===== src/rtl/loop_step_mem.sv =====
module loop_step_mem #(
  parameter int ADDR_W       = 24,
  parameter int WORD_BYTES   = 4,
  parameter int LIMIT_OFFSET = 4
) (
  input  logic              clk,
  input  logic              rst_n,
  input  logic              start,
  input  logic [ADDR_W-1:0] base_addr,
  output logic              busy,
  output logic              done,
  output logic              zero_flag,
  output logic [ADDR_W-1:0] mem_addr,
  output logic              mem_we,
  output logic [7:0]        mem_wdata,
  input  logic [7:0]        mem_rdata
);
  localparam int WORD_W = 8 * WORD_BYTES;
  localparam int IDX_W  = $clog2(WORD_BYTES + 1);

  typedef enum logic [2:0] {S_IDLE, S_RDC, S_WR, S_RDL, S_DONE} state_t;

  state_t            st;
  logic [ADDR_W-1:0] base;
  logic [IDX_W-1:0]  idx;
  logic [WORD_W-1:0] cnt, lim;

  wire last_rd = (idx == IDX_W'(WORD_BYTES));
  wire last_wr = (idx == IDX_W'(WORD_BYTES - 1));
  wire [WORD_W-1:0] inc      = cnt + WORD_W'(1);
  wire [WORD_W-1:0] inc_sh   = inc >> {idx, 3'b000};
  wire [WORD_W-1:0] cnt_shin = (cnt >> 8) | (WORD_W'(mem_rdata) << (WORD_W - 8));
  wire [WORD_W-1:0] lim_shin = (lim >> 8) | (WORD_W'(mem_rdata) << (WORD_W - 8));
  wire [ADDR_W-1:0] ofs      = (st == S_RDL) ? ADDR_W'(LIMIT_OFFSET) : '0;

  assign mem_addr  = base + ofs + ADDR_W'(idx);
  assign mem_we    = (st == S_WR);
  assign mem_wdata = inc_sh[7:0];
  assign busy      = (st == S_RDC) || (st == S_WR) || (st == S_RDL);
  assign done      = (st == S_DONE);

  always_ff @(posedge clk or negedge rst_n) begin
    if (!rst_n) begin
      st        <= S_IDLE;
      base      <= '0;
      idx       <= '0;
      cnt       <= '0;
      lim       <= '0;
      zero_flag <= 1'b0;
    end else begin
      case (st)
        S_IDLE: if (start) begin
          base <= base_addr;
          idx  <= '0;
          st   <= S_RDC;
        end
        S_RDC: begin
          if (idx != '0) cnt <= cnt_shin;
          if (last_rd) begin
            idx <= '0;
            st  <= S_WR;
          end else idx <= idx + IDX_W'(1);
        end
        S_WR: begin
          if (last_wr) begin
            idx <= '0;
            st  <= S_RDL;
          end else idx <= idx + IDX_W'(1);
        end
        S_RDL: begin
          if (idx != '0) lim <= lim_shin;
          if (last_rd) begin
            zero_flag <= (lim_shin == inc);
            idx       <= '0;
            st        <= S_DONE;
          end else idx <= idx + IDX_W'(1);
        end
        default: st <= S_IDLE;
      endcase
    end
  end
endmodule



===== config.mk =====
export PLATFORM = sky130hd
export DESIGN_NAME = loop_step_mem
export DESIGN_NICKNAME = d
export VERILOG_FILES = /design/src/rtl/loop_step_mem.sv
export SDC_FILE = /design/constraint.sdc
export NUM_CORES = 1
export LEC_CHECK = 0
export ABC_CLOCK_PERIOD_IN_PS = 3600
export CAP_MARGIN = 20
export CORE_ASPECT_RATIO = 0.9
export CORE_MARGIN = 2
export CORE_UTILIZATION = 45
export CTS_CLUSTER_SIZE = 10
export DETAILED_ROUTE_END_ITERATION = 6
export DONT_BUFFER_PORTS = 1
export PLACE_DENSITY = 0.66
export SYNTH_ARGS = -nofsm -noshare
export SYNTH_HDL_FRONTEND = slang
export SYNTH_SLANG_ARGS = --single-unit

===== constraint.sdc =====
create_clock -name clk -period 3.6 [get_ports clk]
set_clock_uncertainty 0.1 [all_clocks]
set_input_delay 0.36 -clock clk [delete_from_list [all_inputs] [get_ports clk]]
set_output_delay 0.36 -clock clk [all_outputs]
set_load 0.1 [all_outputs]

==> run metrics <==
root buffer cell clkbuf_16; commonest non-fill, non-tap cell in the layout dfrtp_1; Crit Reg-Reg Startpoint cnt[5]; Synth Flop Type dfrtp_1; Async SR Flop Fraction 1.00; DRT Pass-1 Iters 5; Rows 38; via count 4441; final setup vio count 0; Worst Path Required 3140 ps; Worst Setup SP st[2]; GP Congestion 0.918; post-route non-filler standard cell count 743; CTS Buf Count 9; fin crit period 3580 ps; Cell variety after synth 67; Worst Reg-to-Reg Cells 8; core area 12200 um^2; die width 122 um; Hold Startpoint base_addr[2]; clk sink count 87; clock slew at reported path FFs 60 ps; Post-Syn Area 5660 um^2; Hold Crit Class in2reg; Slew HR 0.336; I/O Pins 71; clk_lat worst skew 340 ps; CP max FO 4; Avg Inst Size Synth 10.7 um^2; fmax 279 MHz; TNS Setup 0 ps; arrival time at the worst endpoint 3120 ps; WL/cell 20.5 um; HPWL after DPL 11.1 mm; final WL 15.2 mm; H-tree depth 3; Seq/Total Area, Yosys 0.385; Seq cells post-synth 87; placed insts 717; Max Root-Sink Buffers 2; Ys Warns 0; most frequent cells in the layout dfrtp_1 (85), mux2_2 (77), buf_4 (40), nand2_1 (28), xnor2_1 (28); grt total ovfl 0; syn nets 577; first-pass GRT wire length 24.0 mm; post-synthesis cell count 530; status finished clean; RSZ-0062 raised after global routing true; largest net degree at the start of global routing 88; GRT Resource Usage Total 0.235; max cap viols 0; post-route clock period utilization 0.996; # diodes 0; Die Y 110 um; RR Endpoint zero_flag; Routed Antenna Nets 0; number of global-route vias before repair 4507; CP Capture Type primary output; slew at the pin closest to its max-slew limit 997 ps; initial core utilization 0.465; Final Hold Fails 0; Crit Path Class reg2out; fill count 977; DRT iter0 DRCs 275; Area Growth Syn to Fin 30.8%; element type at the critical path start flop; CP Capture Point mem_addr[19]; Port Buffers 0; r2r setup slk 320 ps; fraction of layout cells with a size suffix above 1 0.396; via/cell ratio 5.98; initial antenna violation count 0; CTS tree yes; # DRC 0; post-layout net count 625; number of synthesized flops with an enable pin 0; Max Slew Vio Count 0; die area 13500 um^2
synthesized netlist by cell type (5+ instances only):
| library cell | count | area share |
|---|---|---|
| dfrtp_1 | 87 | 0.38 |
| mux2_2 | 77 | 0.15 |
| xnor2_1 | 45 | 0.070 |
| nor2_1 | 30 | 0.020 |
| nand2_1 | 29 | 0.019 |
| xor2_1 | 28 | 0.043 |
| clkbuf_1 | 23 | 0.015 |
| nand3_1 | 20 | 0.018 |
| inv_1 | 15 | 0.010 |
| nand4_1 | 15 | 0.017 |
| o21ai_0 | 15 | 0.013 |
| and3_1 | 13 | 0.014 |
| nor2b_1 | 11 | 0.012 |
| ha_1 | 10 | 0.022 |
| nor3_1 | 9 | 0.0080 |
| and2_1 | 7 | 0.0077 |
| nor4_1 | 7 | 0.0077 |
| mux4_2 | 6 | 0.024 |
| a211oi_1 | 5 | 0.0066 |
| a21oi_1 | 5 | 0.0044 |
| and4_1 | 5 | 0.0077 |
| or4_1 | 5 | 0.0066 |
repair_timing:
action / CTS / global route
resized for setup: 9 / 11
endpoints found under the setup margin: 13 / 20
hold buffers: 2 / 0
pin swaps: 5 / 7
endpoints found under the hold margin: 87 / 0
buffers inserted: 3 / 5
area by class of cell:
cell class | count | area (um^2) | area share
inverter | 16 | 60.1 | 0.00812
tap | 160 | 200 | 0.0271
clock buffer | 11 | 243 | 0.0328
multi-input combinational | 397 | 3740 | 0.506
sequential | 87 | 2180 | 0.295
timing repair buffer | 67 | 846 | 0.114
clock inverter | 5 | 129 | 0.0174
worst max-delay path, cell delays in order (launching register included):
cell      delay [ps]
dfrtp_1          370
nand3b_1         200
fa_2             450
fa_2             390
nor2b_2          140
nor2_1            60
nor2_2           140
nand3_1          150
nor2_4           210
nand4_1          230
xnor2_4          250
buf_12           190
kinds of logic (layout without fill, tap and decap cells):
| kind of cell | after synthesis | after routing | share of synthesized area |
|---|---|---|---|
| and+or+nand+nor | 172 | 172 | 0.172 |
| DFF | 87 | 87 | 0.385 |
| muxes | 85 | 85 | 0.181 |
| xor gates and xnor gates | 78 | 78 | 0.136 |
| AOI/OAI and AO/OA | 50 | 50 | 0.0622 |
| buffers and inverters | 46 | 99 | 0.0358 |
| adders and majority gates | 12 | 12 | 0.0292 |
how the worst min path moves through the flow:
| stage | cells past startpoint | endpoint |
|---|---|---|
| 6_report | 2 | base[2] |
| 5_1_grt | 1 | base[14] |
| 4_1_cts | 2 | base[2] |
| 3_5_place_dp | 0 | lim[16] |
| 3_3_place_gp | 0 | lim[16] |
| 2_1_floorplan | 0 | base[0] |
through the flow:
| step | worst slack, ps | util | cell area (um^2) | hold WS [ps] |
|---|---|---|---|---|
| final | 15.8 | 0.608 | 7400 | 53.2 |
| after global routing | -166 | 0.608 | 7400 | 51.9 |
| after CTS | -21.2 | 0.601 | 7320 | 50.7 |
| after detailed placement | 212 | 0.561 | 6830 | -32.2 |
| after global placement | 257 | 0.561 | 6830 | -31.1 |
| after floorplan | -192 | - | 6010 | -35.6 |
registers in the layout, indices dropped and copies added (netlist names):
signal and count:
cnt 32, lim 24, base 24, zero_flag 1, st 3, idx 3
per-layer routing:
metal,global-route usage,share of wire
met1,0.287,0.39
met2,0.408,0.50
met3,0.0586,0.081
met4,0.0829,0.030
met5,0,0
Power is not shown: default switching activity piles up to over one toggle a cycle in this logic, so the estimate is an artifact.
